===== src/rtl/adc_rd_pkg.sv =====
`timescale 1ns/1ps
package adc_rd_pkg;

    typedef enum logic [1:0] {
        ST_IDLE      = 2'd0,
        ST_CONVERT   = 2'd1,
        ST_WAIT_BUSY = 2'd2,
        ST_READ      = 2'd3
    } rd_state_t;

endpackage


===== src/rtl/adc_dclk_gen.sv =====
`timescale 1ns/1ps
module adc_dclk_gen #(
    parameter int unsigned HALF_CYC   = 2,
    parameter int unsigned NUM_PULSES = 17
) (
    input  logic clk,
    input  logic rst_n,
    input  logic run,
    output logic dclk,
    output logic sample_stb,
    output logic frame_done
);
    localparam int unsigned NUM_HALVES = 2 * NUM_PULSES;
    localparam int unsigned IW = $clog2(NUM_HALVES);
    localparam int unsigned HW = (HALF_CYC > 1) ? $clog2(HALF_CYC) : 1;

    logic [HW-1:0] half_cnt;
    logic [IW-1:0] idx;
    logic          half_end;

    assign half_end   = (half_cnt == HW'(HALF_CYC - 1));
    // even half-period ending, not the first: the next edge is a sampling rise
    assign sample_stb = run && half_end && !idx[0] && (idx != '0);
    assign frame_done = run && half_end && (idx == IW'(NUM_HALVES - 1));
    assign dclk       = run && idx[0];

    always_ff @(posedge clk or negedge rst_n) begin
        if (!rst_n) begin
            half_cnt <= '0;
            idx      <= '0;
        end else if (!run || frame_done) begin
            half_cnt <= '0;
            idx      <= '0;
        end else if (half_end) begin
            half_cnt <= '0;
            idx      <= idx + 1'b1;
        end else begin
            half_cnt <= half_cnt + 1'b1;
        end
    end
endmodule


===== src/rtl/adc_shift_capture.sv =====
`timescale 1ns/1ps
module adc_shift_capture #(
    parameter int unsigned DATA_W = 16
) (
    input  logic              clk,
    input  logic              rst_n,
    input  logic              clear,
    input  logic              sample_stb,
    input  logic              sdata_in,
    output logic              result_valid,
    output logic [DATA_W-1:0] result_data
);
    localparam int unsigned CW = $clog2(DATA_W + 1);

    logic [DATA_W-2:0] shift_q;
    logic [CW-1:0]     bit_cnt;
    logic              last_bit;

    assign last_bit = (bit_cnt == CW'(DATA_W - 1));

    always_ff @(posedge clk or negedge rst_n) begin
        if (!rst_n) begin
            shift_q      <= '0;
            bit_cnt      <= '0;
            result_valid <= 1'b0;
            result_data  <= '0;
        end else begin
            result_valid <= 1'b0;
            if (clear) begin
                bit_cnt <= '0;
            end else if (sample_stb) begin
                shift_q <= {shift_q[DATA_W-3:0], sdata_in};
                if (last_bit) begin
                    bit_cnt      <= '0;
                    result_valid <= 1'b1;
                    result_data  <= {shift_q, sdata_in};
                end else begin
                    bit_cnt <= bit_cnt + 1'b1;
                end
            end
        end
    end
endmodule


===== src/rtl/adc_readout_ctrl.sv =====
`timescale 1ns/1ps
module adc_readout_ctrl
    import adc_rd_pkg::*;
#(
    parameter int unsigned CLK_HZ    = 100_000_000,
    parameter int unsigned WINDOW_US = 12,
    parameter int unsigned DATA_W    = 16,
    parameter int unsigned CONV_CYC  = 3,
    parameter int unsigned HALF_CYC  = 2
) (
    input  logic              clk,
    input  logic              rst_n,
    input  logic              start_req,
    input  logic              early_read_en,
    input  logic              busy_in,
    input  logic              sdata_in,
    output logic              cs_n,
    output logic              rc_n,
    output logic              dclk,
    output logic              result_valid,
    output logic [DATA_W-1:0] result_data
);
    localparam int unsigned WIN_CYC    = (CLK_HZ / 1000) * WINDOW_US / 1000;
    localparam int unsigned NUM_PULSES = DATA_W + 1;
    localparam int unsigned READ_CYC   = 2 * NUM_PULSES * HALF_CYC;
    localparam bit          EARLY_FITS = (CONV_CYC + READ_CYC) < WIN_CYC;
    localparam int unsigned CW         = $clog2(CONV_CYC + 1);

    rd_state_t     state, state_nx;
    logic [CW-1:0] conv_cnt;
    logic          busy_fell;
    logic          early_rd;
    logic          run;
    logic          sample_stb;
    logic          frame_done;
    logic          conv_end;
    logic          busy_back;

    assign conv_end  = (conv_cnt == CW'(CONV_CYC - 1));
    assign busy_back = busy_fell && busy_in;
    assign run       = (state == ST_READ);

    // next state
    always_comb begin
        state_nx = state;
        unique case (state)
            ST_IDLE:      if (start_req) state_nx = ST_CONVERT;
            ST_CONVERT:   if (conv_end)
                              state_nx = (early_read_en && EARLY_FITS) ? ST_READ : ST_WAIT_BUSY;
            ST_WAIT_BUSY: if (busy_back)
                              state_nx = early_rd ? ST_IDLE : ST_READ;
            ST_READ:      if (frame_done)
                              state_nx = early_rd ? ST_WAIT_BUSY : ST_IDLE;
        endcase
    end

    // state register and per-conversion bookkeeping
    always_ff @(posedge clk or negedge rst_n) begin
        if (!rst_n) begin
            state     <= ST_IDLE;
            conv_cnt  <= '0;
            busy_fell <= 1'b0;
            early_rd  <= 1'b0;
        end else begin
            state <= state_nx;
            if (state == ST_IDLE && start_req) begin
                conv_cnt  <= '0;
                busy_fell <= 1'b0;
                early_rd  <= 1'b0;
            end else begin
                if (state == ST_CONVERT) conv_cnt <= conv_cnt + 1'b1;
                if (!busy_in) busy_fell <= 1'b1;
                if (state == ST_CONVERT && state_nx == ST_READ) early_rd <= 1'b1;
            end
        end
    end

    // pin outputs
    always_comb begin
        cs_n = 1'b1;
        rc_n = 1'b1;
        unique case (state)
            ST_IDLE:      ;
            ST_CONVERT:   begin cs_n = 1'b0; rc_n = 1'b0; end
            ST_WAIT_BUSY: ;
            ST_READ:      cs_n = 1'b0;
        endcase
    end

    adc_dclk_gen #(
        .HALF_CYC   (HALF_CYC),
        .NUM_PULSES (NUM_PULSES)
    ) u_dclk (
        .clk        (clk),
        .rst_n      (rst_n),
        .run        (run),
        .dclk       (dclk),
        .sample_stb (sample_stb),
        .frame_done (frame_done)
    );

    adc_shift_capture #(
        .DATA_W (DATA_W)
    ) u_cap (
        .clk          (clk),
        .rst_n        (rst_n),
        .clear        (!run),
        .sample_stb   (sample_stb),
        .sdata_in     (sdata_in),
        .result_valid (result_valid),
        .result_data  (result_data)
    );
endmodule


===== config.mk =====
export PLATFORM = sky130hd
export DESIGN_NAME = adc_readout_ctrl
export DESIGN_NICKNAME = d
export VERILOG_FILES = /design/src/rtl/adc_rd_pkg.sv /design/src/rtl/adc_dclk_gen.sv /design/src/rtl/adc_shift_capture.sv /design/src/rtl/adc_readout_ctrl.sv
export SDC_FILE = /design/constraint.sdc
export NUM_CORES = 1
export LEC_CHECK = 0
export ABC_AREA = 1
export BUFFER_PORTS_ARGS = -buffer_cell sky130_fd_sc_hd__buf_2
export CAP_MARGIN = 0
export CORE_ASPECT_RATIO = 1.4
export CORE_MARGIN = 4
export CORE_UTILIZATION = 52
export DETAILED_ROUTE_END_ITERATION = 16
export PLACE_DENSITY = 0.87
export SLEW_MARGIN = 10
export SYNTH_ARGS = -nofsm -noshare
export SYNTH_HDL_FRONTEND = slang
export SYNTH_SLANG_ARGS = --single-unit

===== constraint.sdc =====
create_clock -name clk -period 1.3 [get_ports clk]
set_input_delay 0.065 -clock clk [delete_from_list [all_inputs] [get_ports clk]]
set_output_delay 0.065 -clock clk [all_outputs]
set_load 0.05 [all_outputs]

==> Implementation_results.wiki <==
{| class="wikitable"
! Metric !! Value
|-
| Capturing instance or port of the critical path || u_cap.bit_cnt[3]
|-
| GR Util All Layers || between 10% and 20%
|-
| Die area || between 5000 and 6000 um2
|-
| Layer with the highest usage after global routing || met2
|-
| Number of standard cells after synthesis || 265
|-
| Initial core utilization || between 50% and 60%
|-
| Filler cells || 290
|-
| Top library cells by usage in the layout, fill and taps aside || sky130_fd_sc_hd__nand2_1 (98), sky130_fd_sc_hd__dfrtp_1 (50), sky130_fd_sc_hd__inv_1 (25)
|-
| Overall die height || between 80 and 90 um
|-
| Worst-case setup margin in the final layout || -47.2 ps
|-
| Final GP Congestion || between 0.9 and 1
|-
| # placed instances || about 370
|-
| Pin count of the biggest net entering global routing || 51
|-
| Met2 Usage GRT || around 34%
|-
| Crit. End Element || register
|-
| Maximum Capacitance Violations || 0
|-
| Source-to-sink clock delay at the later pin of the worst-skew pair || 300 ps
|-
| Leakage power total || between 1.5 and 2 nW
|-
| Register-to-register path setup slack || -50 ps
|-
| Simple-gate area share of the yosys netlist || between 30% and 40%
|-
| CTS tree || yes
|-
| Diode insertion count for antenna repair || 0
|-
| Multiplexer share of the synthesized area || 0%
|-
| Core Area || approximately 4200 um2
|-
| Kind of path behind the tightest hold check || primary input to register
|-
| Met3 GRT Util || about 3.6%
|-
| F_max || 742 MHz
|-
| Maximum fanout along the worst path || 7
|-
| Top Ports || 26
|-
| Post-detailed-route count of antenna-violating nets || 0
|-
| Number of global-route vias before repair || 1869
|-
| Number of pins exceeding their max-slew limit in the final report || 0
|-
| Clock sink count || 50
|-
| Worst r2r dst || u_cap.bit_cnt[3]
|-
| Unrepaired setup endpoints after global routing || true
|-
| CTS buffer count || 5
|-
| Remaining global-route overflow || 0
|-
| Die X-Extent || 63.9 um
|-
| Sequential cell area || between 1000 and 1500 um2
|-
| Violated checks || negative setup slack
|-
| Post-Layout Inst Area || ~3100 um2
|-
| Depth of the worst register-to-register path || 6
|-
| Wire length of the first global-routing pass || 8200 um
|-
| Post-synthesis cell type count || 24
|-
| Worst slew margin || about 82%
|-
| Vias after detailed routing || 2037
|-
| Run status || finished with violations
|-
| DR iter-0 viols || 193
|-
| Share of post-route cells with drive strength above 1 || 28.0%
|-
| Worst slack on hold paths || about 37 ps
|-
| Average wire per standard cell || 14.3 um
|-
| Clock buffer depth || 2
|-
| Area added between synthesis and finish || 36.0%
|-
| Worst Path Class, Setup || register to register
|-
| Final layout net count || roughly 340
|-
| Leading cell type in the layout, fill and taps excluded || sky130_fd_sc_hd__nand2_1
|-
| Area of combinational cells with multiple inputs || ~1000 um2
|-
| Pre-CTS setup slack || -23.6 ps
|-
| Peak ir drop on the vdd network || about 0.75 mV
|-
| Global routing usage on met1 || 21.8%
|-
| Adder and majority gate portion of the synthesized area || 2.75%
|-
| Skew final || roughly 7.0 ps
|-
| Final hold violations || 0
|-
| Ratio of total power to cell area || 953 nW/um2
|-
| HPWL after detailed placement || around 3400 um
|-
| Number of standard-cell rows in the floorplan || 28
|-
| Post-synthesis area per instance || between 8 and 9 um2
|-
| Compound-Gate Fraction of Synth Area || roughly 3.8%
|-
| Sequential fraction of the synthesis area || a little over half
|-
| Clock-pin slew on the worst setup and hold paths || around 90 ps
|-
| Start point of the worst hold path || early_read_en
|-
| DRC || 0
|-
| Worst R2R Start || u_dclk.idx[0]
|-
| Startpoint Class || register
|-
| Netlist area before placement || approximately 2300 um2
|-
| Vias per cell || 5.25
|-
| Pin slew with the least headroom to its limit || between 200 and 300 ps
|-
| Syn_nets || roughly 280
|-
| Launching element of the worst setup path || u_dclk.idx[0]
|-
| Port Buffers || 25
|-
| Arrival time at the worst endpoint || ~1600 ps
|-
| Min Clock Period, post-route || about 1300 ps
|-
| Total chip power || 2.95 mW
|-
| Main combinational cell family by area after synthesis || simple AND/OR/NAND/NOR gates
|-
| Synth Register Bits || 50
|-
| Root buffer selected by CTS || sky130_fd_sc_hd__clkbuf_8
|-
| XOR/XNOR share of the synthesized area || 0.770%
|-
| Final Setup Violations || 10
|-
| Sum of routed wire length over all layers || roughly 5500 um
|-
| Final Cycle Share || 104%
|-
| Cell area after placement || approximately 2700 um2
|-
| First-pass iteration count of the detailed router || 4
|-
| Number of antenna violations at the first check in global routing || 0
|-
| Post-route non-filler standard cell count || ~390
|-
| Count of yosys warnings during synthesis || 0
|-
| Data required time at the worst endpoint || roughly 1500 ps
|-
| Number of H-tree levels || 2
|}
[per-stage QoR]
| stage | TNS [ps] | utilization, % |
|---|---|---|
| global route | -2270 | 73.0 |
| finish | -220 | 73.0 |
| CTS | -295 | 67.2 |
| global placement | 0 | 62.6 |
| detailed placement | -77.1 | 62.6 |
| floorplan | -852 | - |
[synthesized netlist by cell type]
| cell type | instances | area share [%] |
|---|---|---|
| sky130_fd_sc_hd__nand4_1 | 20 | 5.5 |
| sky130_fd_sc_hd__o21ai_0 | 14 | 3.1 |
| sky130_fd_sc_hd__nor3_1 | 1 | 0.22 |
| sky130_fd_sc_hd__buf_2 | 4 | 0.88 |
| sky130_fd_sc_hd__a21oi_1 | 2 | 0.44 |
| sky130_fd_sc_hd__inv_1 | 27 | 4.5 |
| sky130_fd_sc_hd__clkbuf_1 | 1 | 0.16 |
| sky130_fd_sc_hd__nand2_1 | 101 | 17 |
| sky130_fd_sc_hd__xnor2_1 | 1 | 0.38 |
| sky130_fd_sc_hd__nand2_2 | 1 | 0.28 |
| sky130_fd_sc_hd__nand3_2 | 1 | 0.44 |
| sky130_fd_sc_hd__buf_4 | 1 | 0.33 |
| sky130_fd_sc_hd__xor2_1 | 1 | 0.38 |
| sky130_fd_sc_hd__nor2_4 | 2 | 0.99 |
| sky130_fd_sc_hd__inv_2 | 1 | 0.16 |
| sky130_fd_sc_hd__dfrtp_1 | 50 | 55 |
| sky130_fd_sc_hd__nand3_1 | 15 | 3.3 |
| sky130_fd_sc_hd__nor2_2 | 1 | 0.28 |
| sky130_fd_sc_hd__buf_6 | 2 | 0.99 |
| sky130_fd_sc_hd__nand2_4 | 1 | 0.49 |
| sky130_fd_sc_hd__o22ai_1 | 1 | 0.28 |
| sky130_fd_sc_hd__ha_1 | 5 | 2.7 |
| sky130_fd_sc_hd__nand3_4 | 1 | 0.77 |
| sky130_fd_sc_hd__nor2_1 | 11 | 1.8 |
[routing by layer]
metal	wire length [um]	part of all wire (%)	up-vias
met5	0	0	-
met4	142	2.6	0
met3	270	4.9	14
met2	3140	57	69
met1	1980	36	979
li1	-	-	975
[logic make-up (layout without fill, tap and decap cells)]
group / after synthesis / in the layout
DFF: 50 / 50
adders and majority gates: 5 / 5
xor gates and xnor gates: 2 / 2
and+or+nand+nor: 155 / 157
AOI/OAI and AO/OA: 17 / 17
buffers and inverters: 36 / 97
[worst min-delay path by stage]
stage	endpoint	slack, ps	cells past startpoint
2_1_floorplan	busy_fell	-230	0
3_3_place_gp	u_cap.result_valid	70	2
3_5_place_dp	u_cap.result_valid	70	2
4_1_cts	early_rd	30	3
5_1_grt	early_rd	60	3
6_report	early_rd	40	3
[repair_timing]
item	in CTS	in global routing
hold buffers	3	0
resized for setup	10	28
pin swaps	0	13
setup buffers	0	6
endpoints found under the setup margin	33	49
endpoints found under the hold margin	52	0
gates cloned	0	4
[critical path, cell delays in order (launching register included)]
cell	delay, ps
sky130_fd_sc_hd__dfrtp_1	420
sky130_fd_sc_hd__inv_2	80
sky130_fd_sc_hd__nand2_1	80
sky130_fd_sc_hd__nor2_4	190
sky130_fd_sc_hd__buf_12	160
sky130_fd_sc_hd__nand3_1	130
sky130_fd_sc_hd__o21ai_0	190
[sequential cells by signal, indices dropped and copies added, names as in the netlist]
name and count:
u_cap.result_data 16, u_cap.shift_q 15, u_dclk.idx 6, u_cap.bit_cnt 5, conv_cnt 2, state 2, busy_fell 1, early_rd 1
u_cap.result_valid 1, u_dclk.half_cnt 1
[final cells by class]
type | count | area share (%)
multi-input cells | 181 | 32.2
clock buffers | 5 | 2.22
inverters | 28 | 3.48
repair buffers | 61 | 17.1
clock inverters | 3 | 2.22
flip-flops and latches | 50 | 40.4
well taps | 60 | 2.43
[report_power, final]
part / internal (mW) / switching (mW) / total [mW]
sequential: 1.57 / 0.0165 / 1.59
combinational: 0.0276 / 0.0488 / 0.0763
clock: 0.770 / 0.515 / 1.29
Note: power is estimated with default switching activity, not from simulation.
